$ cat config.mk
export PLATFORM = sky130hd
export DESIGN_NAME = capture_compare_pwm
export DESIGN_NICKNAME = d
export VERILOG_FILES = /design/src/rtl/ccp_unit_pkg.sv /design/src/rtl/ccp_unit_ctrl.sv /design/src/rtl/ccp_unit_datapath.sv /design/src/rtl/capture_compare_pwm.sv
export SDC_FILE = /design/constraint.sdc
export NUM_CORES = 1
export LEC_CHECK = 0
export ABC_AREA = 1
export BUFFER_PORTS_ARGS = -buffer_cell sky130_fd_sc_hd__buf_2
export CORE_MARGIN = 5
export CORE_UTILIZATION = 25
export CTS_CLUSTER_DIAMETER = 120
export CTS_CLUSTER_SIZE = 14
export DETAILED_ROUTE_END_ITERATION = 6
export SYNTH_ARGS = -nofsm -noshare
export SYNTH_HDL_FRONTEND = slang
export SYNTH_SLANG_ARGS = --single-unit
export TNS_END_PERCENT = 100
$ cat constraint.sdc
create_clock -name clk -period 6.5 [get_ports clk]
set_clock_uncertainty 0.15 [all_clocks]
set_input_delay 1.95 -clock clk [delete_from_list [all_inputs] [get_ports clk]]
set_output_delay 1.95 -clock clk [all_outputs]
set_load 0.1 [all_outputs]
$ cat src/rtl/ccp_unit_pkg.sv
package ccp_unit_pkg;
  localparam int BYTE_W    = 8;
  localparam int DATA_W    = 2 * BYTE_W;
  localparam int MODE_W    = 4;
  localparam int DUTY_LO_W = 2;
  localparam int DUTY_W    = BYTE_W + DUTY_LO_W;
  localparam int ADDR_W    = 2;
  localparam int CNT_W     = 4;

  localparam logic [ADDR_W-1:0] ADDR_CTRL = 2'd0;
  localparam logic [ADDR_W-1:0] ADDR_LO   = 2'd1;
  localparam logic [ADDR_W-1:0] ADDR_HI   = 2'd2;
  localparam logic [ADDR_W-1:0] ADDR_STAT = 2'd3;

  localparam logic [MODE_W-1:0] MODE_OFF        = 4'b0000;
  localparam logic [MODE_W-1:0] MODE_TOGGLE     = 4'b0010;
  localparam logic [MODE_W-1:0] MODE_CAP_FALL   = 4'b0100;
  localparam logic [MODE_W-1:0] MODE_CAP_RISE   = 4'b0101;
  localparam logic [MODE_W-1:0] MODE_CAP_RISE4  = 4'b0110;
  localparam logic [MODE_W-1:0] MODE_CAP_RISE16 = 4'b0111;
  localparam logic [MODE_W-1:0] MODE_FORCE_HIGH = 4'b1000;
  localparam logic [MODE_W-1:0] MODE_FORCE_LOW  = 4'b1001;
  localparam logic [MODE_W-1:0] MODE_FLAG_ONLY  = 4'b1010;
  localparam logic [MODE_W-1:0] MODE_SPECIAL    = 4'b1011;

  typedef enum logic [2:0] {
    ACT_NONE, ACT_TOGGLE, ACT_HIGH, ACT_LOW, ACT_FLAG, ACT_SPECIAL
  } cmpAct_e;

  typedef enum logic [1:0] {SCALE_1, SCALE_4, SCALE_16} capScale_e;

  typedef struct packed {
    logic                 capEn;
    logic                 capFalling;
    capScale_e            capScale;
    logic                 cmpEn;
    cmpAct_e              cmpAct;
    logic                 pwmEn;
    logic                 driveEn;
    logic                 modeEntry;
    logic                 entryLevel;
    logic                 wrDataLo;
    logic                 wrDataHi;
    logic [BYTE_W-1:0]    wrByte;
    logic [DUTY_LO_W-1:0] dutyLo;
  } ctrlStrobe_t;
endpackage

$ cat src/rtl/ccp_unit_ctrl.sv
module ccp_unit_ctrl
  import ccp_unit_pkg::*;
(
  input  logic                 clk,
  input  logic                 rstN,
  input  logic                 regWrEn,
  input  logic [ADDR_W-1:0]    regAddr,
  input  logic [BYTE_W-1:0]    regWrData,
  input  logic                 hitEvent,
  output ctrlStrobe_t          strobe,
  output logic [MODE_W-1:0]    modeQ,
  output logic [DUTY_LO_W-1:0] dutyLoQ,
  output logic                 flagQ
);
  logic              wrCtrl;
  logic              wrStat;
  logic [MODE_W-1:0] newMode;

  assign wrCtrl  = regWrEn && (regAddr == ADDR_CTRL);
  assign wrStat  = regWrEn && (regAddr == ADDR_STAT);
  assign newMode = regWrData[MODE_W-1:0];

  always_ff @(posedge clk) begin
    if (!rstN) begin
      modeQ   <= MODE_OFF;
      dutyLoQ <= '0;
      flagQ   <= 1'b0;
    end else begin
      if (wrCtrl) begin
        modeQ   <= newMode;
        dutyLoQ <= regWrData[MODE_W +: DUTY_LO_W];
      end
      // an event in the same cycle beats the software clear
      if (hitEvent)                  flagQ <= 1'b1;
      else if (wrStat && regWrData[0]) flagQ <= 1'b0;
    end
  end

  always_comb begin
    strobe.capEn      = 1'b0;
    strobe.capFalling = 1'b0;
    strobe.capScale   = SCALE_1;
    strobe.cmpEn      = 1'b0;
    strobe.cmpAct     = ACT_NONE;
    strobe.pwmEn      = 1'b0;
    strobe.driveEn    = 1'b0;
    casez (modeQ)
      MODE_TOGGLE:     begin strobe.cmpEn = 1'b1; strobe.cmpAct = ACT_TOGGLE; strobe.driveEn = 1'b1; end
      MODE_CAP_FALL:   begin strobe.capEn = 1'b1; strobe.capFalling = 1'b1; end
      MODE_CAP_RISE:   strobe.capEn = 1'b1;
      MODE_CAP_RISE4:  begin strobe.capEn = 1'b1; strobe.capScale = SCALE_4; end
      MODE_CAP_RISE16: begin strobe.capEn = 1'b1; strobe.capScale = SCALE_16; end
      MODE_FORCE_HIGH: begin strobe.cmpEn = 1'b1; strobe.cmpAct = ACT_HIGH; strobe.driveEn = 1'b1; end
      MODE_FORCE_LOW:  begin strobe.cmpEn = 1'b1; strobe.cmpAct = ACT_LOW;  strobe.driveEn = 1'b1; end
      MODE_FLAG_ONLY:  begin strobe.cmpEn = 1'b1; strobe.cmpAct = ACT_FLAG; end
      MODE_SPECIAL:    begin strobe.cmpEn = 1'b1; strobe.cmpAct = ACT_SPECIAL; end
      4'b11??:         begin strobe.pwmEn = 1'b1; strobe.driveEn = 1'b1; end
      default:         ; // off and reserved codes
    endcase
    strobe.modeEntry  = wrCtrl && (newMode != modeQ);
    strobe.entryLevel = (newMode == MODE_FORCE_LOW);
    strobe.wrDataLo   = regWrEn && (regAddr == ADDR_LO);
    strobe.wrDataHi   = regWrEn && (regAddr == ADDR_HI);
    strobe.wrByte     = regWrData;
    strobe.dutyLo     = dutyLoQ;
  end
endmodule

$ cat src/rtl/ccp_unit_datapath.sv
module ccp_unit_datapath
  import ccp_unit_pkg::*;
#(
  parameter int SYNC_STAGES = 2
) (
  input  logic              clk,
  input  logic              rstN,
  input  ctrlStrobe_t       strobe,
  input  logic [DATA_W-1:0] timerVal,
  input  logic [BYTE_W-1:0] pwmBase,
  input  logic              periodStrobe,
  input  logic              pinIn,
  output logic [DATA_W-1:0] dataQ,
  output logic              pinLevel,
  output logic              specialEvent,
  output logic              hitEvent
);
  localparam logic [CNT_W-1:0] LIMIT_4  = CNT_W'(3);
  localparam logic [CNT_W-1:0] LIMIT_16 = CNT_W'(15);

  // input synchroniser and edge detect
  logic [SYNC_STAGES-1:0] syncQ;
  logic pinSync, pinPrev, riseSeen, fallSeen, edgeSeen;

  assign pinSync  = syncQ[SYNC_STAGES-1];
  assign riseSeen = pinSync && !pinPrev;
  assign fallSeen = !pinSync && pinPrev;
  assign edgeSeen = strobe.capEn && (strobe.capFalling ? fallSeen : riseSeen);

  // capture prescaler
  logic [CNT_W-1:0] edgeCnt, edgeLimit;
  logic capHit;

  always_comb begin
    case (strobe.capScale)
      SCALE_4:  edgeLimit = LIMIT_4;
      SCALE_16: edgeLimit = LIMIT_16;
      default:  edgeLimit = '0;
    endcase
  end
  assign capHit = edgeSeen && (edgeCnt == edgeLimit);

  // compare: only the first cycle of equality counts
  logic eqNow, eqPrev, cmpHit;
  assign eqNow    = (timerVal == dataQ);
  assign cmpHit   = strobe.cmpEn && eqNow && !eqPrev;
  assign hitEvent = capHit || cmpHit;

  // PWM: 8-bit external base extended by an internal sub-count
  logic [DUTY_LO_W-1:0] subQ;
  logic [DUTY_W-1:0]    dutyActive, dutyNext, extBase;
  assign dutyNext = {dataQ[BYTE_W-1:0], strobe.dutyLo};
  assign extBase  = {pwmBase, subQ};

  always_ff @(posedge clk) begin
    if (!rstN) begin
      syncQ   <= '0;
      pinPrev <= 1'b0;
      eqPrev  <= 1'b0;
      edgeCnt <= '0;
    end else begin
      syncQ   <= {syncQ[SYNC_STAGES-2:0], pinIn};
      pinPrev <= pinSync;
      eqPrev  <= eqNow;
      if (strobe.modeEntry || !strobe.capEn) edgeCnt <= '0;
      else if (edgeSeen)                     edgeCnt <= capHit ? '0 : edgeCnt + 1'b1;
    end
  end

  always_ff @(posedge clk) begin
    if (!rstN) begin
      dataQ <= '0;
    end else if (capHit) begin
      dataQ <= timerVal;
    end else begin
      if (strobe.wrDataLo) dataQ[BYTE_W-1:0]      <= strobe.wrByte;
      if (strobe.wrDataHi) dataQ[DATA_W-1:BYTE_W] <= strobe.wrByte;
    end
  end

  always_ff @(posedge clk) begin
    if (!rstN) begin
      subQ       <= '0;
      dutyActive <= '0;
    end else begin
      subQ <= periodStrobe ? DUTY_LO_W'(1) : subQ + 1'b1;
      if (strobe.modeEntry)                       dutyActive <= '0;
      else if (strobe.pwmEn && periodStrobe)      dutyActive <= dutyNext;
    end
  end

  always_ff @(posedge clk) begin
    if (!rstN) begin
      pinLevel     <= 1'b0;
      specialEvent <= 1'b0;
    end else begin
      specialEvent <= cmpHit && (strobe.cmpAct == ACT_SPECIAL);
      if (strobe.modeEntry) begin
        pinLevel <= strobe.entryLevel;
      end else if (strobe.pwmEn) begin
        if (periodStrobe)                 pinLevel <= (dutyNext != '0);
        else if (extBase == dutyActive)   pinLevel <= 1'b0;
      end else if (cmpHit) begin
        case (strobe.cmpAct)
          ACT_TOGGLE: pinLevel <= !pinLevel;
          ACT_HIGH:   pinLevel <= 1'b1;
          ACT_LOW:    pinLevel <= 1'b0;
          default:    ;
        endcase
      end
    end
  end
endmodule

$ cat src/rtl/capture_compare_pwm.sv
module capture_compare_pwm
  import ccp_unit_pkg::*;
#(
  parameter int SYNC_STAGES = 2
) (
  input  logic              clk,
  input  logic              rstN,
  input  logic              regWrEn,
  input  logic [1:0]        regAddr,
  input  logic [7:0]        regWrData,
  output logic [7:0]        regRdData,
  input  logic [15:0]       timerVal,
  input  logic [7:0]        pwmBase,
  input  logic              periodStrobe,
  input  logic              pinIn,
  output logic              pinOut,
  output logic              pinDrive,
  output logic              intFlag,
  output logic              specialEvent
);
  ctrlStrobe_t          strobe;
  logic [MODE_W-1:0]    modeQ;
  logic [DUTY_LO_W-1:0] dutyLoQ;
  logic                 flagQ;
  logic [DATA_W-1:0]    dataReg;
  logic                 pinLevel;
  logic                 hitEvent;

  ccp_unit_ctrl u_ctrl (
    .clk(clk), .rstN(rstN), .regWrEn(regWrEn), .regAddr(regAddr),
    .regWrData(regWrData), .hitEvent(hitEvent), .strobe(strobe),
    .modeQ(modeQ), .dutyLoQ(dutyLoQ), .flagQ(flagQ)
  );

  ccp_unit_datapath #(.SYNC_STAGES(SYNC_STAGES)) u_datapath (
    .clk(clk), .rstN(rstN), .strobe(strobe), .timerVal(timerVal),
    .pwmBase(pwmBase), .periodStrobe(periodStrobe), .pinIn(pinIn),
    .dataQ(dataReg), .pinLevel(pinLevel), .specialEvent(specialEvent),
    .hitEvent(hitEvent)
  );

  assign pinDrive = strobe.driveEn;
  assign pinOut   = strobe.driveEn && pinLevel;
  assign intFlag  = flagQ;

  always_comb begin
    case (regAddr)
      ADDR_CTRL: regRdData = {{(BYTE_W-MODE_W-DUTY_LO_W){1'b0}}, dutyLoQ, modeQ};
      ADDR_LO:   regRdData = dataReg[BYTE_W-1:0];
      ADDR_HI:   regRdData = dataReg[DATA_W-1:BYTE_W];
      default:   regRdData = {{(BYTE_W-1){1'b0}}, flagQ};
    endcase
  end
endmodule

==> impl_metrics.tcl, run 1 <==
set metrics [dict create \
    status "finished, final reports clean" \
    cts_max_path_buffers 2 \
    crit_type "primary input to output port" \
    maxCapViolCount 0 \
    cts.repair.resized 0 \
    cp_max_fo 9 \
    boundaryPins 51 \
    cp_common_cell "buf_2" \
    slowest_delay_ps 460 \
    firstDrtPassIters 4 \
    hp-start "u_datapath.syncQ[0]$_SDFF_PN0_" \
    vias_per_cell 4.46 \
    startpoint_type "primary input" \
    peakVddDrop_v 0.0000925 \
    cts_buffers 5 \
    cts.clk_slew.worst_paths_ps 70 \
    grt_pass1_vias 2851 \
    grt_pass1_wl_mm 13.6 \
    period_share 0.802 \
    fp.dieH_um 117 \
    syn_inst 467 \
    rows 39 \
    leakagePower_nw 1.70 \
    worstMarginPinSlew_ps 621 \
    p_int_w 0.000498 \
    port_buffers 50 \
    drive_gt1_frac 0.136 \
    htreeDepth 2 \
    wl_met1_mm 3.96 \
    dr_wl_met2_mm 3.78 \
    synth_cell_types 33 \
    area_delta_synth_final_pct 18.7 \
    synth_seq_cells 45 \
    crit_path_top_delay_cell "buf_2" \
    grt_usage 0.124 \
    dieArea_um2 13700 \
    synth_nets 509 \
    drc 0 \
    drt_iter0_drc 162 \
    insertion_delay_ps 280 \
    design_area_um2 3390 \
    reg2reg_slack_ps 4120 \
    vias 2944 \
    fmax_ghz 0.192 \
    synth-seq-area-share 0.315 \
    cts_sinks 45 \
    worst-path-buf-inv 3 \
    dp_slack_ps 1270 \
    hold_violations 0 \
    wl_mm 8.18 \
    setup-violations-final 0 \
    antenna_found_initial 0 \
    netSwitchingPower_w 0.000195 \
    end_kind "output port" \
    required_ps 4400 \
    cts_tree "done" \
    start_util 0.252 \
    fin_tns_setup_ps 0 \
    yosysWarnings 0 \
    fp.coreArea_um2 11300 \
    routedWlPerCell_um 12.4 \
    setup_slack_ps 1290 \
    reg2reg_depth 14 \
    rsz0062_at_grt "false" \
    post_cts_buffers 0 \
    worstHoldPathCells 2 \
    clkPwrFrac 0.422 \
    maxSlewViolCount 0 \
    syn-cell-area_um2 2860 \
    crit_arrival_ps 3110 \
    avgSynthCellArea_um2 6.12 \
    grt_max_degree 35 \
    met3_length_um 354 \
    dp_hpwl_mm 6.48 \
    routed.top_layer "met4" \
    min_to "u_datapath.syncQ[1]$_SDFF_PN0_" \
    power_frac_comb 0.156 \
    place_area_um2 3210 \
    fin_crit_ps 5210 \
    cp_cell_sequence "buf_2 -> inv_1 -> nor2_2 -> nand2_1 -> o2111ai_1 -> buf_2" \
    r2r_start "u_ctrl.modeQ[2]$_SDFFE_PN0P_" \
    relSlewSlack 0.584 \
    cts_root_buffer "clkbuf_16" \
    ant_nets 0 \
    layout.nets 556 \
    powerDensity_nw_per_um2 205 \
    swShare 0.282 \
    routabilityCongestion 0.886 \
    overflow 0 \
    r2r_end "u_datapath.dataQ[1]$_SDFFE_PN0P_" \
    critPathTopFamily "buffers and inverters" \
    power_frac_seq 0.422 \
    die_x_um 117 \
    hold_path_class "flop to flop" \
    holdBufCountCts 0 \
]
-- area by class of cell --
class	instances	area [µm²]
clock buffers	5	125
fillers	1294	7930
diodes	2	5.00
repair buffers	50	250
clock inverters	3	46.3
well taps	143	179
inverters	84	318
multi-input cells	328	1570
flip-flops and latches	45	901
-- cells by family after synthesis --
group | Yosys count | synth area share
buffers and inverters | 94 | 0.137
adder cells (fa/ha/maj) | 3 | 0.0131
XOR/XNOR | 9 | 0.0276
AO/OA/AOI/OAI | 45 | 0.0915
flip-flops | 45 | 0.315
AND/OR/NAND/NOR | 271 | 0.416
-- power groups by stage --
stage | registers (W) | clock network (W) | logic (W)
CTS | 0.000292 | 0.000299 | 0.000108
finish | 0.000292 | 0.000293 | 0.000108
global route | 0.000294 | 0.000316 | 0.000121
detailed placement | 0.000299 | 0 | 0.000108
global placement | 0.000299 | 0 | 0.000106
floorplan | 0.000297 | 0 | 0.0000752
-- worst reg2reg max path, cell delays in order, from the launching register on --
cell	delay (ps)
dfxtp_1	430
inv_2	130
nor2_8	130
nand3_1	110
ha_1	330
inv_1	60
nand2_1	50
nand2_1	50
nand3_1	130
inv_1	180
nand2_8	170
nand3_1	170
nand3_1	90
nand2_1	60
inv_1	40
-- sequential cells by signal, indices dropped and copies added (netlist names), 2 cells and up --
| signal | cells |
|---|---|
| u_datapath.dutyActive | 10 |
| u_datapath.syncQ | 2 |
| u_datapath.dataQ | 16 |
| u_ctrl.modeQ | 4 |
| u_ctrl.dutyLoQ | 2 |
| u_datapath.edgeCnt | 4 |
| u_datapath.subQ | 2 |
-- cell usage after synthesis, drive strengths merged --
| cell | number | area (µm²) |
|---|---|---|
| nand2 | 157 | 608 |
| inv | 84 | 318 |
| nand3 | 63 | 333 |
| dfxtp | 45 | 901 |
| nor2 | 41 | 183 |
| a21oi | 21 | 105 |
| o21ai | 14 | 73.8 |
| xor2 | 9 | 78.8 |
| buf | 8 | 65.1 |
| nand4 | 5 | 31.3 |
| o221ai | 5 | 43.8 |
| ha | 3 | 37.5 |
| nor3 | 3 | 20.0 |
| clkbuf | 2 | 7.51 |
| a21boi | 1 | 7.51 |
| a31oi | 1 | 6.26 |
| and2 | 1 | 6.26 |
| nor4 | 1 | 6.26 |
| o2111ai | 1 | 8.76 |
| o211ai | 1 | 7.51 |
| o41ai | 1 | 8.76 |
-- worst max path at each step --
stage | startpoint | endpoint | slack (ps) | cells past startpoint
global route | regAddr[1] | regRdData[4] | 1150 | 6
CTS | regAddr[1] | regRdData[0] | 1270 | 6
floorplan | regAddr[0] | regRdData[6] | 60 | 4
global placement | regAddr[1] | regRdData[0] | 1320 | 6
finish | regAddr[1] | regRdData[0] | 1290 | 6
detailed placement | regAddr[1] | regRdData[0] | 1270 | 6
-- cell usage in the layout (no fill, tap or decap), types with 9 or more instances in the layout --
cell and instances:
buf_2 50, nand3_1 61, a21oi_1 21, nand2_1 155, inv_1 82, xor2_1 9, nor2_1 37, o21ai_0 13
dfxtp_1 45
-- layer usage --
layer,up-vias,track usage
met5,-,0
met1,1306,0.167
li1,1551,-
met2,81,0.198
met3,6,0.0247
met4,0,0.0420
-- stage by stage --
stage / power [W] / std cells / hold slack (ps) / utilization
after floorplan: 0.000372 / 467 / 240 / -
after global placement: 0.000405 / 650 / 246 / 0.284
after detailed placement: 0.000406 / 650 / 248 / 0.284
after CTS: 0.000699 / 658 / 263 / 0.299
after global routing: 0.000731 / 658 / 292 / 0.299
final: 0.000693 / 660 / 268 / 0.299
Note: power is estimated with default switching activity, not from simulation.
==> run 2, diff against run 1 <==
--- a/config.mk
+++ b/config.mk
@@ -5,7 +5,7 @@
 export SDC_FILE = /design/constraint.sdc
 export NUM_CORES = 1
 export LEC_CHECK = 0
-export ABC_AREA = 1
+export ABC_AREA = 0
 export BUFFER_PORTS_ARGS = -buffer_cell sky130_fd_sc_hd__buf_2
 export CORE_MARGIN = 5
 export CORE_UTILIZATION = 25
==> constraint.sdc (replaced) <==
create_clock -name clk -period 4.9 [get_ports clk]
set_clock_uncertainty 0.15 [all_clocks]
set_input_delay 1.47 -clock clk [delete_from_list [all_inputs] [get_ports clk]]
set_output_delay 1.47 -clock clk [all_outputs]
set_load 0.1 [all_outputs]
==> impl_metrics.tcl, run 2 <==
set metrics [dict create \
    layout_common_cells "buf_2 (49), dfxtp_1 (45), nand2_1 (41), nor2_1 (29), xnor2_1 (23)" \
    crit_arrival_ps 2840 \
    synth-async-reset-ratio 0 \
    required_ps 3280 \
    startpoint "regAddr[0]" \
    startpoint_type "primary input" \
    start_util 0.253 \
    grt_usage 0.111 \
    cts_tree "done" \
    maxSlewViolCount 0 \
    fp.dieH_um 112 \
    peakVddDrop_v 0.000130 \
    grt_pass1_vias 2208 \
    area_delta_synth_final_pct 17.3 \
    cts.repair.resized 0 \
    avgSynthCellArea_um2 8.68 \
    yosys-top-cells-area "dfxtp_1 (35%), xnor2_1 (7.8%), mux2i_1 (7.8%)" \
    reg2reg_slack_ps 1900 \
    maxCapViolCount 0 \
    cts_sinks 45 \
    drive_gt1_frac 0.228 \
    crit_type "primary input to output port" \
    cts_buffers 5 \
    yosys.area.top_type "dfxtp_1" \
    dp.cells 466 \
    period_share 0.910 \
    grt_pass1_wl_mm 11.4 \
    antenna_found_initial 0 \
    holdBufCountCts 0 \
    overflow 0 \
    end_kind "output port" \
    rsz0062_at_grt "false" \
    hold_path_class "flop to flop" \
    finish.utilization 0.297 \
    routabilityCongestion 0.849 \
    synth-seq-area-share 0.350 \
    post_cts_buffers 0 \
    synth_most_common_cell "dfxtp_1" \
    crit_path_top_delay_cell "nor2b_1" \
    fmax_ghz 0.224 \
    wl_mm 6.91 \
    leakagePower_nw 1.15 \
    largest_register_ff_count 16 \
    ant_nets 0 \
    htreeDepth 2 \
    cts.clk_slew.worst_paths_ps 90 \
    synth_top_area_frac 0.350 \
    vias 2254 \
    cts_max_path_buffers 2 \
    die_x_um 112 \
    final_common_cell "buf_2" \
    layout.cells.non_filler 474 \
    worstMarginPinSlew_ps 1050 \
    grt_max_degree 35 \
    dieArea_um2 12400 \
    powerDensity_nw_per_um2 249 \
    insertion_delay_ps 310 \
    relSlewSlack 0.302 \
    r2r_end "u_datapath.edgeCnt[3]$_SDFFE_PP0P_" \
    syn_inst 297 \
    drt_iter0_drc 75 \
    vias_per_cell 4.76 \
    synth_seq_cells 45 \
    dp_hpwl_mm 5.39 \
    syn-cell-area_um2 2580 \
    hold_violations 0 \
    reg2reg_depth 7 \
    cp_cell_sequence "buf_2 -> nor2b_1 -> a22o_1 -> buf_2" \
    top_register "u_datapath.dataQ" \
    ys.flop_type "dfxtp_1" \
    yosysWarnings 0 \
    cp_max_fo 10 \
    boundaryPins 51 \
    fin_crit_ps 4460 \
    top_regs "u_datapath.dataQ x16, u_datapath.dutyActive x10" \
    layout.nets 379 \
    setup-violations-final 0 \
    cp_common_cell "buf_2" \
    port_buffers 50 \
    status "finished, final reports clean" \
    rows 37 \
    diodes 0 \
    firstDrtPassIters 4 \
    r2r_start "u_ctrl.modeQ[1]$_SDFFE_PN0P_" \
    synth_cell_types 40 \
    slowest_delay_ps 470 \
    cts_root_buffer "clkbuf_8" \
    fp.coreArea_um2 10200 \
    drc 0 \
    routedWlPerCell_um 14.6 \
    synth_nets 339 \
    critPathCapture "regRdData[7]" \
    synth_edf_count 0 \
    synthTopCellsByCount "dfxtp_1 (45), nand2_1 (41), nor2_1 (29)" \
]
## run 2: changes by cell type after synthesis, moves of 8 or more
cell | previous run | this run
a211oi_2 | 0 | 8
clkbuf_1 | 2 | 11
a311oi_1 | 0 | 8
nor2_1 | 37 | 29
nand2_1 | 155 | 41
xnor2_1 | 0 | 23
mux2i_1 | 0 | 20
inv_1 | 82 | 3
nand3_1 | 61 | 12
## run 2: area by class of cell
type / instances / area, µm²
fill: 1092 / 7160
multi-input combinational: 229 / 1560
sequential: 45 / 901
timing repair buffer: 52 / 280
tap: 136 / 170
clock buffer: 5 / 68.8
clock inverter: 3 / 25.0
inverter: 4 / 15.0
## run 2: stage by stage
step / worst slack (ps) / setup TNS, ps / total power, W / hold slack [ps] / instance area [µm²]
after floorplan: -21.2 / -84.8 / 0.000478 / 262 / 2580
after global placement: 498 / 0 / 0.000518 / 275 / 2930
after detailed placement: 454 / 0 / 0.000520 / 277 / 2930
after CTS: 451 / 0 / 0.000763 / 302 / 3020
after global routing: 356 / 0 / 0.000789 / 321 / 3020
final: 441 / 0 / 0.000752 / 293 / 3020
## run 2: worst min-delay path by stage
stage	start	endpoint	cells past startpoint
finish	u_datapath.syncQ[0]$_SDFF_PN0_	u_datapath.syncQ[1]$_SDFF_PN0_	1
global route	u_datapath.syncQ[0]$_SDFF_PN0_	u_datapath.syncQ[1]$_SDFF_PN0_	1
CTS	u_datapath.syncQ[0]$_SDFF_PN0_	u_datapath.syncQ[1]$_SDFF_PN0_	1
detailed placement	u_datapath.syncQ[0]$_SDFF_PN0_	u_datapath.syncQ[1]$_SDFF_PN0_	1
global placement	u_datapath.syncQ[0]$_SDFF_PN0_	u_datapath.syncQ[1]$_SDFF_PN0_	1
floorplan	u_datapath.syncQ[0]$_SDFF_PN0_	u_datapath.syncQ[1]$_SDFF_PN0_	1
## run 2: layer usage
layer,wire (µm),vias to the layer above,GRT usage
met2,3270,49,0.178
met5,0,-,0
met1,3340,1077,0.152
li1,-,1120,-
met3,191,8,0.0179
met4,108,0,0.0373
## run 2: cell families (layout without fill, tap and decap cells)
family / after synthesis / in the layout / share of synthesized area
compound gates: 47 / 47 / 0.153
buf+inv: 23 / 64 / 0.0456
fa+ha+maj: 3 / 3 / 0.0146
simple gates: 123 / 123 / 0.231
flops: 45 / 45 / 0.350
xor+xnor: 34 / 34 / 0.116
mux: 22 / 22 / 0.0908
## run 2: worst max-delay path: cells and delay by family
kind / cells / cell delay, ps
AO/OA/AOI/OAI: 1 / 230
buffers and inverters: 2 / 670
AND/OR/NAND/NOR: 1 / 470
## run 2: report_power, final
part / internal (W) / total, W / switching, W
registers: 0.000375 / 0.000390 / 0.0000146
logic: 0.0000471 / 0.000121 / 0.0000741
clock network: 0.000103 / 0.000241 / 0.000138
